## config.mk

```make
export PLATFORM = sky130hd
export DESIGN_NAME = colour_attr_ctrl
export DESIGN_NICKNAME = d
export VERILOG_FILES = /design/src/rtl/colour_attr_pkg.sv /design/src/rtl/cattr_reg.sv /design/src/rtl/cattr_addr.sv /design/src/rtl/cattr_pix.sv /design/src/rtl/colour_attr_ctrl.sv
export SDC_FILE = /design/constraint.sdc
export NUM_CORES = 1
export LEC_CHECK = 0
export BUFFER_PORTS_ARGS = -buffer_cell sky130_fd_sc_hd__buf_2
export CAP_MARGIN = 20
export CORE_MARGIN = 10
export CORE_UTILIZATION = 32
export CTS_CLUSTER_SIZE = 16
export DETAILED_ROUTE_END_ITERATION = 16
export HOLD_SLACK_MARGIN = 0.05
export PLACE_DENSITY = 0.86
export SLEW_MARGIN = 20
export SYNTH_ARGS = -nofsm -noshare
export SYNTH_HDL_FRONTEND = slang
export SYNTH_SLANG_ARGS = --single-unit
```

## constraint.sdc

```tcl
create_clock -name clk -period 2.7 [get_ports clk]
set_input_delay 0.54 -clock clk [delete_from_list [all_inputs] [get_ports clk]]
set_output_delay 0.54 -clock clk [all_outputs]
set_load 0.02 [all_outputs]
```

## src/rtl/colour_attr_pkg.sv

```systemverilog
package colour_attr_pkg;
  localparam int unsigned AW = 16;
  localparam int unsigned DW = 8;
  localparam int unsigned CW = 4;
  localparam int unsigned LW = 3;
  localparam logic [AW-1:0] CTRL_PORT = 16'h7FEF;
  localparam logic [AW-1:0] ATTR_BASE = 16'hC000;
  localparam logic [AW-1:0] DFILE_MIN = 16'h2000;
  localparam logic [CW-1:0] WHITE_HI  = 4'b1111;
  localparam logic [CW-1:0] BLACK     = 4'b0000;

  typedef struct packed {
    logic          en;
    logic          mode;
    logic [CW-1:0] border;
  } ctrl_t;

  localparam ctrl_t CTRL_FALLBACK = '{en: 1'b0, mode: 1'b0, border: WHITE_HI};

  // Table entry: base + {code[7], code[5:0]} * 8 + line
  function automatic logic [AW-1:0] f_lut_addr(input logic [7:0] code,
                                               input logic [LW-1:0] line);
    logic [6:0] idx;
    idx = {code[7], code[5:0]};
    return ATTR_BASE + {6'b0, idx, line};
  endfunction

  function automatic logic [AW-1:0] f_copy_addr(input logic [AW-1:0] dfa);
    return dfa | ATTR_BASE;
  endfunction

  function automatic logic [CW-1:0] f_pick(input logic [DW-1:0] attr,
                                           input logic pix, input logic en);
    if (!en) return pix ? BLACK : WHITE_HI;
    return pix ? attr[CW-1:0] : attr[DW-1:CW];
  endfunction
endpackage

```

## src/rtl/cattr_reg.sv

```systemverilog
module cattr_reg
  import colour_attr_pkg::*;
(
  input  logic          clk,
  input  logic          rst_n,
  input  logic [AW-1:0] io_addr,
  input  logic [DW-1:0] io_wdata,
  input  logic          io_wr,
  input  logic          io_rd,
  input  logic          sw_on,
  output ctrl_t         ctrl_eff,
  output logic          rd_hit,
  output logic [DW-1:0] rd_data
);
  logic  wr_hit;
  logic  port_sel;
  ctrl_t ctrl_q;
  ctrl_t ctrl_wr;
  logic  unused_wbits;

  assign port_sel     = (io_addr == CTRL_PORT);
  assign wr_hit       = io_wr && port_sel;
  assign unused_wbits = ^io_wdata[DW-1:6];
  assign ctrl_wr      = '{en: io_wdata[5], mode: io_wdata[4], border: io_wdata[CW-1:0]};

  always_ff @(posedge clk or negedge rst_n) begin
    if (!rst_n)      ctrl_q <= CTRL_FALLBACK;
    else if (!sw_on) ctrl_q <= CTRL_FALLBACK;
    else if (wr_hit) ctrl_q <= ctrl_wr;
  end

  assign ctrl_eff = sw_on ? ctrl_q : CTRL_FALLBACK;
  assign rd_hit   = io_rd && port_sel;
  assign rd_data  = rd_hit ? {1'b1, ~sw_on, 6'b111111} : 8'hFF;

  a_r1_load: assert property (@(posedge clk) disable iff (!rst_n)
    (wr_hit && sw_on) |=> (ctrl_q == $past(ctrl_wr)));
  a_r2_hold: assert property (@(posedge clk) disable iff (!rst_n)
    (!wr_hit && sw_on && $past(sw_on)) |=> $stable(ctrl_q));
  a_r3_force: assert property (@(posedge clk) disable iff (!rst_n)
    !sw_on |=> (ctrl_q == CTRL_FALLBACK));
  a_r4_status: assert property (@(posedge clk) disable iff (!rst_n)
    rd_hit |-> (rd_data[6] != sw_on));
endmodule

```

## src/rtl/cattr_addr.sv

```systemverilog
module cattr_addr
  import colour_attr_pkg::*;
(
  input  logic          clk,
  input  logic          rst_n,
  input  ctrl_t         ctrl,
  input  logic [7:0]    char_code,
  input  logic [LW-1:0] char_line,
  input  logic [AW-1:0] dfile_addr,
  output logic [AW-1:0] attr_addr,
  output logic          attr_ok
);
  logic [AW-1:0] lut_a;
  logic [AW-1:0] copy_a;
  logic          dfile_low;

  assign lut_a     = f_lut_addr(char_code, char_line);
  assign copy_a    = f_copy_addr(dfile_addr);
  assign dfile_low = (dfile_addr < DFILE_MIN);
  assign attr_addr = ctrl.mode ? copy_a : lut_a;
  assign attr_ok   = ctrl.en && (!ctrl.mode || !dfile_low);

  a_r5_lut_window: assert property (@(posedge clk) disable iff (!rst_n)
    !ctrl.mode |-> (attr_addr[AW-1:10] == 6'b110000));
  a_r6_copy_low: assert property (@(posedge clk) disable iff (!rst_n)
    ctrl.mode |-> (attr_addr[13:0] == dfile_addr[13:0] && attr_addr[15:14] == 2'b11));
  a_r7_low_bad: assert property (@(posedge clk) disable iff (!rst_n)
    (ctrl.mode && dfile_addr[15:13] == 3'b000) |-> !attr_ok);
endmodule

```

## src/rtl/cattr_pix.sv

```systemverilog
module cattr_pix
  import colour_attr_pkg::*;
(
  input  logic          clk,
  input  logic          rst_n,
  input  logic          col_en,
  input  logic [DW-1:0] attr_data,
  input  logic          pixel_bit,
  output logic [CW-1:0] pix_colour
);
  assign pix_colour = f_pick(attr_data, pixel_bit, col_en);

  a_r8_pen: assert property (@(posedge clk) disable iff (!rst_n)
    (col_en && pixel_bit) |-> (pix_colour == attr_data[3:0]));
  a_r9_mono: assert property (@(posedge clk) disable iff (!rst_n)
    !col_en |-> ($countones(pix_colour) == (pixel_bit ? 0 : 4)));
endmodule

```

## src/rtl/colour_attr_ctrl.sv

```systemverilog
module colour_attr_ctrl
  import colour_attr_pkg::*;
(
  input  logic        clk,
  input  logic        rst_n,
  input  logic [15:0] io_addr,
  input  logic [7:0]  io_wdata,
  input  logic        io_wr,
  input  logic        io_rd,
  input  logic        cfg_colour_en,
  input  logic [7:0]  char_code,
  input  logic [2:0]  char_line,
  input  logic [15:0] dfile_addr,
  input  logic        pixel_bit,
  input  logic [7:0]  attr_data,
  output logic [15:0] attr_addr,
  output logic        attr_ok,
  output logic [3:0]  pix_colour,
  output logic [3:0]  border_colour,
  output logic        io_rd_hit,
  output logic [7:0]  io_rdata
);
  ctrl_t ctrl_eff;

  cattr_reg u_reg (
    .clk(clk), .rst_n(rst_n), .io_addr(io_addr), .io_wdata(io_wdata),
    .io_wr(io_wr), .io_rd(io_rd), .sw_on(cfg_colour_en),
    .ctrl_eff(ctrl_eff), .rd_hit(io_rd_hit), .rd_data(io_rdata)
  );

  cattr_addr u_addr (
    .clk(clk), .rst_n(rst_n), .ctrl(ctrl_eff), .char_code(char_code),
    .char_line(char_line), .dfile_addr(dfile_addr),
    .attr_addr(attr_addr), .attr_ok(attr_ok)
  );

  cattr_pix u_pix (
    .clk(clk), .rst_n(rst_n), .col_en(ctrl_eff.en), .attr_data(attr_data),
    .pixel_bit(pixel_bit), .pix_colour(pix_colour)
  );

  assign border_colour = ctrl_eff.border;

  a_r3_border_white: assert property (@(posedge clk) disable iff (!rst_n)
    !cfg_colour_en |-> (border_colour == 4'hF && !attr_ok));
  a_r10_after_reset: assert property (@(posedge clk)
    $rose(rst_n) |-> (border_colour == 4'hF));
endmodule

```

==> results of run 1 <==
[per-layer routing]
| layer | share of wire (%) | GRT usage (%) |
|---|---|---|
| met5 | 0 | 0 |
| met1 | 30 | 10.37 |
| met3 | 22 | 12.03 |
| met4 | 1.5 | 5.497 |
| met2 | 46 | 22.95 |
[stage by stage]
| stage | instance area [um^2] | utilization, % | total power [mW] |
|---|---|---|---|
| finish | 1130 | 57.01 | 0.2862 |
| detailed placement | 1104 | 55.68 | 0.1983 |
| CTS | 1130 | 57.01 | 0.2879 |
| global route | 1130 | 57.01 | 0.3013 |
| floorplan | 708.2 | - | 0.1437 |
| global placement | 1104 | 55.68 | 0.1951 |
[layout make-up]
cell class	instances	area, um^2	area share (%)
sequential	6	155.1	13.73
inverter	1	3.754	0.3322
tap	27	33.78	2.990
timing repair buffer	87	437.9	38.76
multi-input combinational	69	473.0	41.86
clock buffer	4	26.28	2.326
[cells in the mapped netlist, drive strengths merged]
cell,instances,share of area [%]
a21oi,4,3.0
and2,1,0.92
and3,5,4.6
buf,10,11
clkbuf,1,0.55
conb,1,0.55
dfrtp,2,7.4
dfstp,4,15
inv,1,0.55
mux2,10,17
mux2i,2,3.0
nand2,10,5.5
nand2b,4,3.7
nand4,2,5.0
nand4b,2,4.8
nor2,5,2.8
nor3,4,3.0
nor4,1,3.1
nor4b,1,1.3
o21ai,8,5.9
or4,1,1.7
[path summary, 6_finish.rpt]
path / startpoint / to / slack, ns / cells past startpoint
setup / recovery: io_addr[4] / io_rdata[6] / 0.53 / 6
hold reg to reg: u_reg.ctrl_q[0] / u_reg.ctrl_q[0] / 0.54 / 2
min in group clk: u_reg.ctrl_q[0] / u_reg.ctrl_q[0] / 0.54 / 2
hold / removal: rst_n / u_reg.ctrl_q[4] / 0.10 / 1
setup reg to reg: u_reg.ctrl_q[4] / u_reg.ctrl_q[4] / 1.64 / 2
max in group asynchronous: rst_n / u_reg.ctrl_q[1] / 2.37 / 1
[kinds of logic after synthesis]
logic type / synth area share, %
other: 0.5530
AOI/OAI and AO/OA: 8.856
muxes: 19.56
DFF: 22.88
buffers and inverters: 11.81
and+or+nand+nor: 36.35
[where the power goes]
| part | total (mW) | switching [mW] | leakage (nW) | internal, mW |
|---|---|---|---|---|
| logic | 0.106 | 0.0577 | 0.561 | 0.0486 |
| registers | 0.0905 | 0.000000450 | 0.0700 | 0.0905 |
| clock network | 0.0895 | 0.0335 | 0.0150 | 0.0560 |
| total | 0.286 | 0.0912 | 0.646 | 0.195 |
==> out/qor.tcl, run 1 <==
set qor(remaining_drc_errors) 0
set qor(top_regs) {u_reg.ctrl_q: 6 flops}
set qor(design.core.area_mm2) 0.001982
set qor(grt_first_pass_wirelength_um) 4629
set qor(cp.buffers_inverters) 2
set qor(drt_wl_total_um) 3081
set qor(report.final.slew_viol_count) 0
set qor(outcome) {finished, final reports clean}
set qor(buffer_ports.inserted) 86
set qor(critPathTopFamily) {simple AND/OR/NAND/NOR gates}
set qor(maximum_capacitance_violations) 0
set qor(crit_path_start_kind) {input port}
set qor(setup_tns_ns) 0
set qor(hold_viol_final) 0
set qor(worst_path_max_delay_cell) {sky130_fd_sc_hd__nor4_4}
set qor(cts_max_path_buffers) 2
set qor(vdd_ir_drop_max_mv) 0.1220
set qor(io-pin-count) 99
set qor(insertion_delay_ns) 0.24
set qor(mostFrequentLayoutCell) {sky130_fd_sc_hd__buf_2}
set qor(regMostFlops) {u_reg.ctrl_q}
set qor(timing.critical_path.required_ns) 2.16
set qor(grt_start_max_net_pins) 18
set qor(synth.yosys.seq_area_share_pct) 22.88
set qor(clk_root_buffer_cell) {sky130_fd_sc_hd__clkbuf_4}
set qor(detailroute.via_count) 907
set qor(num_antenna_cells) 0
set qor(clk_pin_slew_worst_paths_ns) 0.05
set qor(finalCriticalPeriod_ns) 2.166
set qor(drive_gt1_share_pct) 65.27
set qor(post_drt_wl_per_cell_um) 15.88
set qor(report.final.setup_viol) 0
set qor(class_of_the_most_critical_hold_timing_path) {in -> async}
set qor(number_of_global_route_vias_before_repair) 1027
set qor(netlist_area_um2) 678.2
set qor(place_ws_ns) 0.5182
set qor(fillerInstances) 169
set qor(total_die_area_mm2) 0.004361
set qor(initial_util_pct) 34.22
set qor(synth.ff_latch_count) 6
set qor(detail_route.iter0.violations) 39
set qor(power_per_cell_area_mw_per_mm2) 253.3
set qor(clock.fmax_mhz) 461.6
set qor(worst_ep_arrival_time_ns) 1.63
set qor(final_net_count) 233
set qor(cts_setup_buffers) 0
set qor(leakagePower_nw) 0.6458
set qor(period_utilization_post_route_pct) 80.23
set qor(timing.setup.critical_path_class) {in -> out}
set qor(num_rows) 16
set qor(grt_remaining_overflow) 0
set qor(critPathMostFrequentCell) {sky130_fd_sc_hd__buf_2}
set qor(rsz0062_at_grt) {false}
set qor(max_stage_delay_on_crit_path_ns) 0.39
set qor(drtAntennaViolNets) 0
set qor(die_w_um) 66.04
set qor(antenna_found_initial) 0
set qor(chipHeight_um) 66.04
set qor(ys_warn_count) 0
set qor(crit_chain) {buf_2 > nand4b_4 > nor4_4 > and2_1 > nand2_1 > buf_2}
set qor(viasPerCell) 4.675
set qor(post_synth.cell_area_avg_um2) 8.584
set qor(final_setup_skew_ns) 0
set qor(number_of_library_cell_types_mapped_by_synthesis) 25
set qor(routabilityCongestion) 0.8386
set qor(fin_worst_hold_slack_ns) 0.1011
set qor(largest_register_ffs) 6
set qor(cts_tree) {yes}
set qor(drt-pass1-iter-count) 4
set qor(final.setup.worst_slack_ns) 0.5338
set qor(cts_repair_resize_count) 0
set qor(area.growth.synth_to_final_pct) 66.60
set qor(most-common-layout-cells) {sky130_fd_sc_hd__buf_2 (86), sky130_fd_sc_hd__nand2_1 (10), sky130_fd_sc_hd__mux2_2 (10), sky130_fd_sc_hd__conb_1 (9)}
set qor(detailedPlacementHpwl_um) 2849
set qor(hold_buffers) 0
set qor(global_route.usage.total_pct) 13.34
set qor(final-instance-count-excl-fill) 194
set qor(clkSinkCount) 6
set qor(clock_tree.htree_level_count) 1
set qor(synthCells) 79
set qor(crit_path_end_kind) {output pin}
set qor(path_max_fanout) 6
set qor(dpl.cell_count) 190
set qor(cts_buffers) 3
Note: power is estimated with default switching activity, not from simulation.
==> run 2: changes to the inputs <==
--- a/config.mk
+++ b/config.mk
@@ -8,11 +8,11 @@
 export BUFFER_PORTS_ARGS = -buffer_cell sky130_fd_sc_hd__buf_2
 export CAP_MARGIN = 20
 export CORE_MARGIN = 10
-export CORE_UTILIZATION = 32
+export CORE_UTILIZATION = 29
 export CTS_CLUSTER_SIZE = 16
 export DETAILED_ROUTE_END_ITERATION = 16
 export HOLD_SLACK_MARGIN = 0.05
-export PLACE_DENSITY = 0.86
+export PLACE_DENSITY = 0.79
 export SLEW_MARGIN = 20
 export SYNTH_ARGS = -nofsm -noshare
 export SYNTH_HDL_FRONTEND = slang
==> constraint.sdc (replaced) <==
create_clock -name clk -period 2 [get_ports clk]
set_input_delay 0.4 -clock clk [delete_from_list [all_inputs] [get_ports clk]]
set_output_delay 0.4 -clock clk [all_outputs]
set_load 0.02 [all_outputs]
==> out/qor.tcl, run 2 (synthesized netlist as in run 1, its figures left out) <==
set qor(remaining_drc_errors) 0 ;# unchanged
set qor(path_max_fanout) 11 ;# was 6
set qor(detailroute.via_count) 899 ;# was 907
set qor(clk_root_buffer_cell) {sky130_fd_sc_hd__clkbuf_4} ;# unchanged
set qor(num_antenna_cells) 0 ;# unchanged
set qor(finalCriticalPeriod_ns) 1.840
set qor(cts_max_path_buffers) 2 ;# unchanged
set qor(most-common-layout-cells) {sky130_fd_sc_hd__buf_2 (86), sky130_fd_sc_hd__mux2_2 (10), sky130_fd_sc_hd__nand2_1 (9), sky130_fd_sc_hd__conb_1 (9)} ;# was sky130_fd_sc_hd__buf_2 (86), sky130_fd_sc_hd__nand2_1 (10), sky130_fd_sc_hd__mux2_2 (10), sky130_fd_sc_hd__conb_1 (9)
set qor(drtAntennaViolNets) 0 ;# unchanged
set qor(worst_ep_arrival_time_ns) 1.44 ;# was 1.63 ns
set qor(area.growth.synth_to_final_pct) 69.74 ;# was 66.60%
set qor(dpl.cell_count) 192 ;# was 190
set qor(leakagePower_nw) 0.6562 ;# was 0.6458 nW
set qor(detailedPlacementHpwl_um) 2790 ;# was 2849 um
set qor(grt_first_pass_wirelength_um) 4505 ;# was 4629 um
set qor(regMostFlops) {u_reg.ctrl_q} ;# unchanged
set qor(die_w_um) 68.36 ;# was 66.04 um
set qor(mostFrequentLayoutCell) {sky130_fd_sc_hd__buf_2} ;# unchanged
set qor(timing.setup.critical_path_class) {reg -> out} ;# was in -> out
set qor(clk_pin_slew_worst_paths_ns) 0.05 ;# about the same
set qor(post_drt_wl_per_cell_um) 15.12 ;# was 15.88 um
set qor(critPathTopFamily) {flip-flops} ;# was simple AND/OR/NAND/NOR gates
set qor(outcome) {finished, final reports clean} ;# unchanged
set qor(drt-pass1-iter-count) 4 ;# unchanged
set qor(drive_gt1_share_pct) 65.68 ;# was 65.27%
set qor(antenna_found_initial) 0 ;# unchanged
set qor(worst_path_max_delay_cell) {sky130_fd_sc_hd__dfrtp_1} ;# was sky130_fd_sc_hd__nor4_4
set qor(initial_util_pct) 30.66 ;# was 34.22%
set qor(cts_buffers) 3 ;# unchanged
set qor(clkSinkCount) 6 ;# unchanged
set qor(report.final.setup_viol) 0 ;# unchanged
set qor(power_per_cell_area_mw_per_mm2) 336.2 ;# was 253.3 mW/mm^2
set qor(grt_start_max_net_pins) 18 ;# unchanged
set qor(fillerInstances) 210 ;# was 169
set qor(routabilityCongestion) 0.8304 ;# was 0.8386
set qor(report.final.slew_viol_count) 0 ;# unchanged
set qor(largest_register_ffs) 6 ;# unchanged
set qor(cts_tree) {yes} ;# unchanged
set qor(total_die_area_mm2) 0.004672 ;# was 0.004361 mm^2
set qor(viasPerCell) 4.563 ;# was 4.675
set qor(chipHeight_um) 68.36 ;# was 66.04 um
set qor(design.core.area_mm2) 0.002212 ;# was 0.001982 mm^2
set qor(drt_wl_total_um) 2979 ;# was 3081 um
set qor(global_route.usage.total_pct) 12.36 ;# was 13.34%
set qor(vdd_ir_drop_max_mv) 0.1304 ;# was 0.1220 mV
set qor(final-instance-count-excl-fill) 197 ;# was 194
set qor(final_non_filler_cell_area_mm2) 0.001151 ;# was 0.001130 mm^2
set qor(period_utilization_post_route_pct) 92.02
set qor(cts_setup_buffers) 0 ;# unchanged
set qor(maximum_capacitance_violations) 0 ;# unchanged
set qor(crit_chain) {nand2_2 > mux2_2 > buf_2} ;# was buf_2 > nand4b_4 > nor4_4 > and2_1 > nand2_1 > buf_2
set qor(final_net_count) 235 ;# was 233
set qor(class_of_the_most_critical_hold_timing_path) {in -> reg} ;# was in -> async
set qor(crit_path_end_kind) {output pin} ;# unchanged
set qor(cp.buffers_inverters) 1 ;# was 2
set qor(number_of_global_route_vias_before_repair) 1024 ;# was 1,027
set qor(clock_tree.htree_level_count) 1 ;# unchanged
set qor(hold_viol_final) 0 ;# unchanged
set qor(insertion_delay_ns) 0.24 ;# about the same
set qor(detail_route.iter0.violations) 24 ;# was 39
set qor(crit_path_start_kind) {register} ;# was input port
set qor(top_regs) {u_reg.ctrl_q: 6 flops} ;# unchanged
set qor(max_stage_delay_on_crit_path_ns) 0.42 ;# was 0.39 ns
set qor(grt_remaining_overflow) 0 ;# unchanged
set qor(dpl_cell_area_mm2) 0.001112 ;# was 0.001104 mm^2
set qor(num_rows) 17 ;# was 16
set qor(buffer_ports.inserted) 86 ;# unchanged
set qor(timing.critical_path.required_ns) 1.60 ;# was 2.16 ns
set qor(clock.fmax_mhz) 543.4
set qor(io-pin-count) 99 ;# unchanged
set qor(setup_tns_ns) 0 ;# unchanged
set qor(rsz0062_at_grt) {false} ;# unchanged
set qor(final_setup_skew_ns) 0 ;# unchanged
run 2: layer usage:
metal | vias to the layer above | wire (um) | track usage, %
met5 | - | 0 | 0
met4 | 0 | 54 | 6.030
met3 | 5 | 652 | 8.809
met2 | 75 | 1352 | 20.47
met1 | 375 | 919 | 11.25
li1 | 444 | - | -
run 2: repair_timing:
item	CTS	global route
hold buffers	1	0
setup endpoints to repair	0	10
hold endpoints to repair	2	0
gates resized for setup	0	1
run 2: layout make-up:
class / instances / area [um^2] / area share [%]
inverter: 1 / 3.754 / 0.3261
multi-input combinational: 69 / 475.5 / 41.30
tap: 28 / 35.03 / 3.043
timing repair buffer: 89 / 455.4 / 39.57
sequential: 6 / 155.1 / 13.48
clock buffer: 4 / 26.28 / 2.283
run 2: worst register-to-register path: stages, from the launching register on:
cell and delay, ns:
sky130_fd_sc_hd__dfrtp_1 0.42, sky130_fd_sc_hd__nand2_2 0.24, sky130_fd_sc_hd__mux2i_1 0.12
run 2: worst paths after layout:
path	startpoint	end	slack [ns]	cells past startpoint
max	u_reg.ctrl_q[4]	attr_addr[3]	0.16	3
min	io_wdata[5]	u_reg.ctrl_q[5]	0.40	3
max reg2reg	u_reg.ctrl_q[4]	u_reg.ctrl_q[4]	1.09	2
min reg2reg	u_reg.ctrl_q[2]	u_reg.ctrl_q[2]	0.54	2
max in group asynchronous	rst_n	u_reg.ctrl_q[1]	1.27	2
min in group asynchronous	rst_n	u_reg.ctrl_q[5]	0.50	2
run 2: stage by stage:
step / setup slack [ns] / hold slack (ns) / util, % / total power, mW
6_report: 0.1596 / 0.3959 / 52.04 / 0.3870
4_1_cts: 0.01913 / 0.3925 / 51.92 / 0.3920
2_1_floorplan: 0.1998 / 0.1044 / - / 0.1940
3_5_place_dp: 0.2198 / 0.2266 / 50.28 / 0.2664
3_3_place_gp: 0.2427 / 0.2212 / 50.28 / 0.2634
5_1_grt: 0.07853 / 0.4016 / 52.04 / 0.4076
run 2: power by group:
| part | leakage (nW) | internal [mW] | switching [mW] |
|---|---|---|---|
| Sequential | 0.0700 | 0.122 | 0.000000588 |
| Combinational | 0.571 | 0.0669 | 0.0770 |
| Clock | 0.0150 | 0.0757 | 0.0452 |
| Total | 0.656 | 0.265 | 0.122 |
